$ cat src/rtl/rlw_pkg.sv
package rlw_pkg;

  localparam logic [31:0] SEG_BASE_LO = 32'hC000_0100;
  localparam logic [31:0] SEG_BASE_HI = 32'hC000_0101;
  localparam logic [23:0] IRQ_WINDOW  = 24'h00_0008;

  typedef struct packed {
    logic [63:0] value;
    logic [31:0] resv;
    logic [31:0] index;
  } rlw_entry_t;

  typedef enum logic [2:0] {
    ST_IDLE,
    ST_FETCH,
    ST_WAIT,
    ST_CHECK,
    ST_WRITE
  } rlw_state_t;

  typedef enum logic [2:0] {
    RJ_NONE,
    RJ_RESV,
    RJ_SEG,
    RJ_WIN,
    RJ_MODE,
    RJ_DENY
  } rlw_reason_t;

  function automatic logic resv_nonzero(input rlw_entry_t e);
    return |e.resv;
  endfunction

  function automatic logic is_seg_base(input logic [31:0] idx);
    return (idx == SEG_BASE_LO) || (idx == SEG_BASE_HI);
  endfunction

  function automatic logic in_irq_window(input logic [31:0] idx);
    return idx[31:8] == IRQ_WINDOW;
  endfunction

  function automatic logic mode_forbids(input logic [31:0] idx,
                                        input logic [31:0] mgmt_idx,
                                        input logic        ends_in_mgmt);
    return (idx == mgmt_idx) && !ends_in_mgmt;
  endfunction

endpackage

$ cat src/rtl/rlw_rule_check.sv
module rlw_rule_check
  import rlw_pkg::*;
#(
  parameter int          DENY_N        = 4,
  parameter logic [31:0] MGMT_ONLY_IDX = 32'h0000_009B
) (
  input  rlw_entry_t              ent,
  input  logic                    ends_in_mgmt,
  input  logic [DENY_N-1:0]       deny_en,
  input  logic [DENY_N*32-1:0]    deny_idx,
  output logic                    reject,
  output rlw_reason_t             reason
);

  logic [DENY_N-1:0] deny_hit;

  for (genvar g = 0; g < DENY_N; g++) begin : g_deny
    assign deny_hit[g] = deny_en[g] && (deny_idx[g*32 +: 32] == ent.index);
  end

  always_comb begin
    reason = RJ_NONE;
    if (resv_nonzero(ent))                                   reason = RJ_RESV;
    else if (is_seg_base(ent.index))                         reason = RJ_SEG;
    else if (in_irq_window(ent.index))                       reason = RJ_WIN;
    else if (mode_forbids(ent.index, MGMT_ONLY_IDX, ends_in_mgmt)) reason = RJ_MODE;
    else if (|deny_hit)                                      reason = RJ_DENY;
  end

  assign reject = (reason != RJ_NONE);

endmodule

$ cat src/rtl/rlw_fetch_port.sv
module rlw_fetch_port
  import rlw_pkg::*;
#(
  parameter int AW = 8,
  parameter int CW = 8
) (
  input  logic          clk,
  input  logic          rst_n,
  input  logic          load_base,
  input  logic [AW-1:0] base_in,
  input  logic [CW-1:0] cur,
  input  logic          fetch_on,
  input  logic          wait_on,
  output logic          mem_req_valid,
  input  logic          mem_req_ready,
  output logic [AW-1:0] mem_req_addr,
  input  logic          mem_rsp_valid,
  input  logic [127:0]  mem_rsp_data,
  output logic          req_fire,
  output logic          rsp_fire,
  output rlw_entry_t    entry_q
);

  localparam int SW = AW + CW;

  logic [AW-1:0] base_q;
  logic [SW-1:0] addr_sum;

  always_ff @(posedge clk or negedge rst_n) begin
    if (!rst_n)         base_q <= '0;
    else if (load_base) base_q <= base_in;
  end

  assign addr_sum      = {{CW{1'b0}}, base_q} + {{AW{1'b0}}, cur};
  assign mem_req_addr  = addr_sum[AW-1:0];
  assign mem_req_valid = fetch_on;
  assign req_fire      = fetch_on && mem_req_ready;
  assign rsp_fire      = wait_on && mem_rsp_valid;

  always_ff @(posedge clk or negedge rst_n) begin
    if (!rst_n)        entry_q <= '0;
    else if (rsp_fire) entry_q <= rlw_entry_t'(mem_rsp_data);
  end

endmodule

$ cat src/rtl/rlw_seq.sv
module rlw_seq
  import rlw_pkg::*;
#(
  parameter int CW = 8
) (
  input  logic          clk,
  input  logic          rst_n,
  input  logic          start,
  input  logic [CW-1:0] entry_count,
  input  logic          exit_in_mgmt_mode,
  input  logic          req_fire,
  input  logic          rsp_fire,
  input  logic          reject,
  input  logic          wr_ready,
  input  logic          wr_fault,
  output rlw_state_t    state,
  output logic [CW-1:0] cur,
  output logic          mgmt_q,
  output logic          done,
  output logic          abort,
  output logic [CW-1:0] fail_entry,
  output logic          ev_accept,
  output logic          ev_reject,
  output logic          ev_wr_ok,
  output logic          ev_wr_fault,
  output logic          ev_finish
);

  logic [CW-1:0] cnt_q;
  logic [CW:0]   next_cur;
  logic          last;

  assign next_cur    = {1'b0, cur} + 1'b1;
  assign last        = (next_cur == {1'b0, cnt_q});
  assign ev_accept   = (state == ST_IDLE) && start;
  assign ev_reject   = (state == ST_CHECK) && reject;
  assign ev_wr_ok    = (state == ST_WRITE) && wr_ready && !wr_fault;
  assign ev_wr_fault = (state == ST_WRITE) && wr_ready && wr_fault;
  assign ev_finish   = ev_reject || ev_wr_fault || (ev_wr_ok && last);

  always_ff @(posedge clk or negedge rst_n) begin
    if (!rst_n) begin
      state      <= ST_IDLE;
      cur        <= '0;
      cnt_q      <= '0;
      mgmt_q     <= 1'b0;
      done       <= 1'b0;
      abort      <= 1'b0;
      fail_entry <= '0;
    end else begin
      case (state)
        ST_IDLE: if (start) begin
          done       <= (entry_count == '0);
          abort      <= 1'b0;
          fail_entry <= '0;
          cur        <= '0;
          cnt_q      <= entry_count;
          mgmt_q     <= exit_in_mgmt_mode;
          if (entry_count != '0) state <= ST_FETCH;
        end
        ST_FETCH: if (req_fire) state <= ST_WAIT;
        ST_WAIT:  if (rsp_fire) state <= ST_CHECK;
        ST_CHECK: begin
          if (reject) begin
            state      <= ST_IDLE;
            done       <= 1'b1;
            abort      <= 1'b1;
            fail_entry <= cur;
          end else begin
            state <= ST_WRITE;
          end
        end
        ST_WRITE: if (wr_ready) begin
          if (wr_fault) begin
            state      <= ST_IDLE;
            done       <= 1'b1;
            abort      <= 1'b1;
            fail_entry <= cur;
          end else if (last) begin
            state <= ST_IDLE;
            done  <= 1'b1;
          end else begin
            cur   <= next_cur[CW-1:0];
            state <= ST_FETCH;
          end
        end
        default: state <= ST_IDLE;
      endcase
    end
  end

endmodule

$ cat src/rtl/reg_list_walker.sv
module reg_list_walker
  import rlw_pkg::*;
#(
  parameter int          AW            = 8,
  parameter int          CW            = 8,
  parameter int          DENY_N        = 4,
  parameter logic [31:0] MGMT_ONLY_IDX = 32'h0000_009B
) (
  input  logic                 clk,
  input  logic                 rst_n,
  input  logic                 start,
  input  logic [AW-1:0]        base_addr,
  input  logic [CW-1:0]        entry_count,
  input  logic                 exit_in_mgmt_mode,
  input  logic [DENY_N-1:0]    deny_en,
  input  logic [DENY_N*32-1:0] deny_idx,
  output logic                 mem_req_valid,
  input  logic                 mem_req_ready,
  output logic [AW-1:0]        mem_req_addr,
  input  logic                 mem_rsp_valid,
  input  logic [127:0]         mem_rsp_data,
  output logic                 wr_valid,
  input  logic                 wr_ready,
  output logic [31:0]          wr_index,
  output logic [63:0]          wr_value,
  input  logic                 wr_fault,
  output logic                 busy,
  output logic                 done,
  output logic                 abort,
  output logic [CW-1:0]        fail_entry
);

  rlw_state_t  state;
  rlw_entry_t  entry_q;
  rlw_reason_t reason;
  logic [CW-1:0] cur;
  logic mgmt_q, req_fire, rsp_fire, reject;
  logic ev_accept, ev_reject, ev_wr_ok, ev_wr_fault, ev_finish;

  rlw_seq #(.CW(CW)) u_seq (
    .clk(clk), .rst_n(rst_n), .start(start), .entry_count(entry_count),
    .exit_in_mgmt_mode(exit_in_mgmt_mode), .req_fire(req_fire),
    .rsp_fire(rsp_fire), .reject(reject), .wr_ready(wr_ready),
    .wr_fault(wr_fault), .state(state), .cur(cur), .mgmt_q(mgmt_q),
    .done(done), .abort(abort), .fail_entry(fail_entry),
    .ev_accept(ev_accept), .ev_reject(ev_reject), .ev_wr_ok(ev_wr_ok),
    .ev_wr_fault(ev_wr_fault), .ev_finish(ev_finish)
  );

  rlw_fetch_port #(.AW(AW), .CW(CW)) u_fetch (
    .clk(clk), .rst_n(rst_n), .load_base(ev_accept), .base_in(base_addr),
    .cur(cur), .fetch_on(state == ST_FETCH), .wait_on(state == ST_WAIT),
    .mem_req_valid(mem_req_valid), .mem_req_ready(mem_req_ready),
    .mem_req_addr(mem_req_addr), .mem_rsp_valid(mem_rsp_valid),
    .mem_rsp_data(mem_rsp_data), .req_fire(req_fire), .rsp_fire(rsp_fire),
    .entry_q(entry_q)
  );

  rlw_rule_check #(.DENY_N(DENY_N), .MGMT_ONLY_IDX(MGMT_ONLY_IDX)) u_rules (
    .ent(entry_q), .ends_in_mgmt(mgmt_q), .deny_en(deny_en),
    .deny_idx(deny_idx), .reject(reject), .reason(reason)
  );

  assign wr_valid = (state == ST_WRITE);
  assign wr_index = entry_q.index;
  assign wr_value = entry_q.value;
  assign busy     = (state != ST_IDLE);

endmodule

$ cat config.mk
export PLATFORM = sky130hd
export DESIGN_NAME = reg_list_walker
export DESIGN_NICKNAME = d
export VERILOG_FILES = /design/src/rtl/rlw_pkg.sv /design/src/rtl/rlw_rule_check.sv /design/src/rtl/rlw_fetch_port.sv /design/src/rtl/rlw_seq.sv /design/src/rtl/reg_list_walker.sv
export SDC_FILE = /design/constraint.sdc
export NUM_CORES = 1
export LEC_CHECK = 0
export ABC_AREA = 1
export CAP_MARGIN = 30
export CORE_MARGIN = 2
export CORE_UTILIZATION = 40
export CTS_BUF_LIST = sky130_fd_sc_hd__clkbuf_16
export DETAILED_ROUTE_END_ITERATION = 8
export PLACE_DENSITY = 0.73
export RECOVER_POWER = 100
export SYNTH_ARGS = -nofsm -noshare
export SYNTH_HDL_FRONTEND = slang
export SYNTH_HIERARCHICAL = 1
export SYNTH_SLANG_ARGS = --single-unit
$ cat constraint.sdc
create_clock -name clk -period 6 [get_ports clk]
set_input_delay 0.9 -clock clk [delete_from_list [all_inputs] [get_ports clk]]
set_output_delay 0.9 -clock clk [all_outputs]
set_load 0.05 [all_outputs]
==> out/metrics.csv <==
stage,metric,value,unit
setup_path,cp.buffers_inverters,3,
pwr,finalPower,6.82,mW
layout,layout-drive-gt1-share,0.0571,
pwr,power_frac_comb,0.533,
logic_synthesis,synthesis.area,0.00962,mm^2
drt,vias_per_cell,4.89,
timing,fin_crit,4230,ps
timing,fin_ws,1770,ps
pwr,ir_drop,0.000386,V
pwr,swShare,0.514,
drt,drtPass1Iterations,5,
setup_path,r2r_slack,2000,ps
timing,rsz0062_at_grt,false,
clock_tree,cts_root_buf,clkbuf_16,
place,placed_cells,2107,
layout,area_growth,49.9,%
clock_tree,cts_resized,0,
grt,grt_pass1_vias,10033,
setup_path,cp_top_family,buffers and inverters,
pwr,p_clk_frac,0.160,
logic_synthesis,netlist_instances,1422,
timing,post-route-period-util,0.705,
grt,grt_max_degree,81,
die,io_pins,401,
grt,antenna_found_initial,5,
job,cap_violations,3,
drt,drt_iter0_drc,780,
timing,hold_violations,0,
pwr,powerDensity,473,mW/mm^2
pwr,p_int,3.31,mW
setup_path,slowest_delay,1200,ps
timing,drv_slew,170,
drt,post-route-drc-count,0,
die,initial_core_util,0.409,
drt,routed_wl,36900,um
timing,max_slew_margin,-0.551,
logic_synthesis,syn_avg_cell_area,6.77,um^2
pwr,p_switching,3.51,mW
setup_path,startpoint_type,primary input,
die,rows,56,
place,dp_hpwl,28800,um
timing,fin_setup_tns,0,ps
clock_tree,tritoncts,built,
setup_path,end_kind,register,
die,die_y,159,um
clock_tree,holdBufCountCts,0,
clock_tree,clock_sinks,166,
layout,fillers,2227,
setup_path,setup.worst_path.class,primary input to register,
die,die-width,159,um
logic_synthesis,synthesis.nets,1715,
run_status,outcome,finished with violations,
setup_path,slowest_stage,inv_4,
place,gp_congestion,0.932,
place,io_buffers,400,
min_path,holdPathStages,2,
place,dp_slack,2570,ps
layout,finalNetCount,2101,
clock_tree,htreeDepth,4,
clock_tree,clkLatencyLatePin,430,ps
setup_path,cp.depth,6,
clock_tree,ctsLongestPathBuffers,2,
layout,final_util,0.613,
timing,finalHoldWorstSlack,473,ps
run_status,failed_checks,"capacitance limit, slew limit",
clock_tree,clk_pin_slew,70,ps
setup_path,crit_chain,dlygate4sd3_1 -> nand2_1 -> inv_4 -> buf_4 -> nand2_1 -> nand2_1,
clock_tree,post-cts-setup-buffer-count,0,
layout,fin_area,0.0144,mm^2
pwr,p_leak,7.48,nW
drt,drtAntennaViolNets,0,
grt,grt_overflow,0,
setup_path,required,6360,ps
setup_path,cp_common_cell,nand2_1,
clock_tree,numCtsBuffers,17,
setup_path,path_max_fanout,78,
die,core,0.0235,mm^2
grt,grt_pass1_wl,56300,um
timing,fmax,236,MHz
drt,wl_per_cell,17.2,um
timing,worstMarginPinSlew,2330,ps
layout,fin_cells,2144,
logic_synthesis,yosysWarnings,6,
pwr,pwr-share-seq,0.307,
timing,skew,12.8,ps
grt,grt.total_usage,0.287,
min_path,hp-class,register to register,
die,die-area,0.0253,mm^2
setup_path,arrival,4590,ps
drt,vias,10475,
place,placed_cell_area,0.0139,mm^2
timing,setup_viol,0,
setup_path,r2r_cells,8,
## final timing paths
kind / from / to
min: u_fetch/entry_q[48] / u_fetch/entry_q[48]
max in group asynchronous: rst_n / u_seq/fail_entry[2]
min in group asynchronous: rst_n / u_fetch/entry_q[98]
max reg2reg: u_seq/state[0] / u_fetch/entry_q[126]
max: mem_rsp_valid / u_fetch/entry_q[126]
min reg2reg: u_fetch/entry_q[48] / u_fetch/entry_q[48]
## layout make-up
cell class / instances / area, um^2 / share of cell area
multi-input cells: 1059 / 4650 / 0.322
flip-flops and latches: 166 / 4150 / 0.288
repair buffers: 405 / 4030 / 0.279
inverters: 159 / 599 / 0.0416
clock buffers: 17 / 425 / 0.0295
well taps: 319 / 399 / 0.0277
clock inverters: 15 / 160 / 0.0111
diodes: 4 / 10.0 / 0.000694
## power by group through the flow
stage	sequential (mW)	clock (mW)	combinational (mW)
floorplan	2.93	0	1.50
global placement	2.11	0	3.70
detailed placement	2.11	0	3.74
CTS	2.10	1.10	3.76
global route	2.16	1.15	3.90
finish	2.09	1.09	3.63
## worst min-delay path: stages, from the launching register on
cell and delay (ps):
dfrtp_1 340, nand2_1 50, nand2_1 60
## state kept, by name, indices dropped and copies added (netlist names)
| name | flops |
|---|---|
| u_fetch/base_q | 8 |
| u_fetch/entry_q | 128 |
| u_seq/abort | 1 |
| u_seq/cnt_q | 8 |
| u_seq/cur | 8 |
| u_seq/done | 1 |
| u_seq/fail_entry | 8 |
| u_seq/mgmt_q | 1 |
| u_seq/state | 3 |
## cell usage in the layout (no fill, tap or decap), types with 4 or more instances in the layout
master,n
nand2_1,746
clkdlybuf4s50_1,279
dfrtp_1,166
inv_1,129
dlygate4sd3_1,120
nor2_1,96
nand3_1,38
o21ai_0,30
inv_2,29
xnor2_1,27
clkbuf_16,17
nand4_1,14
o21ai_1,14
nor2_2,11
xor2_1,10
or2_2,8
ha_1,8
or2_0,8
mux2_2,7
nor4_1,7
inv_8,5
nand3_2,5
diode_2,4
a21oi_1,4
nor3_1,4
or2_1,4
nand2_2,4
## routing by layer
| metal | wire length (um) | global-route usage | vias to the layer above |
|---|---|---|---|
| li1 | - | - | 5068 |
| met1 | 15000 | 0.362 | 4875 |
| met2 | 17300 | 0.470 | 467 |
| met3 | 3340 | 0.0810 | 63 |
| met4 | 1170 | 0.111 | 2 |
| met5 | 13 | 0 | - |
No activity file was read; power rests on OpenSTA's default activity.
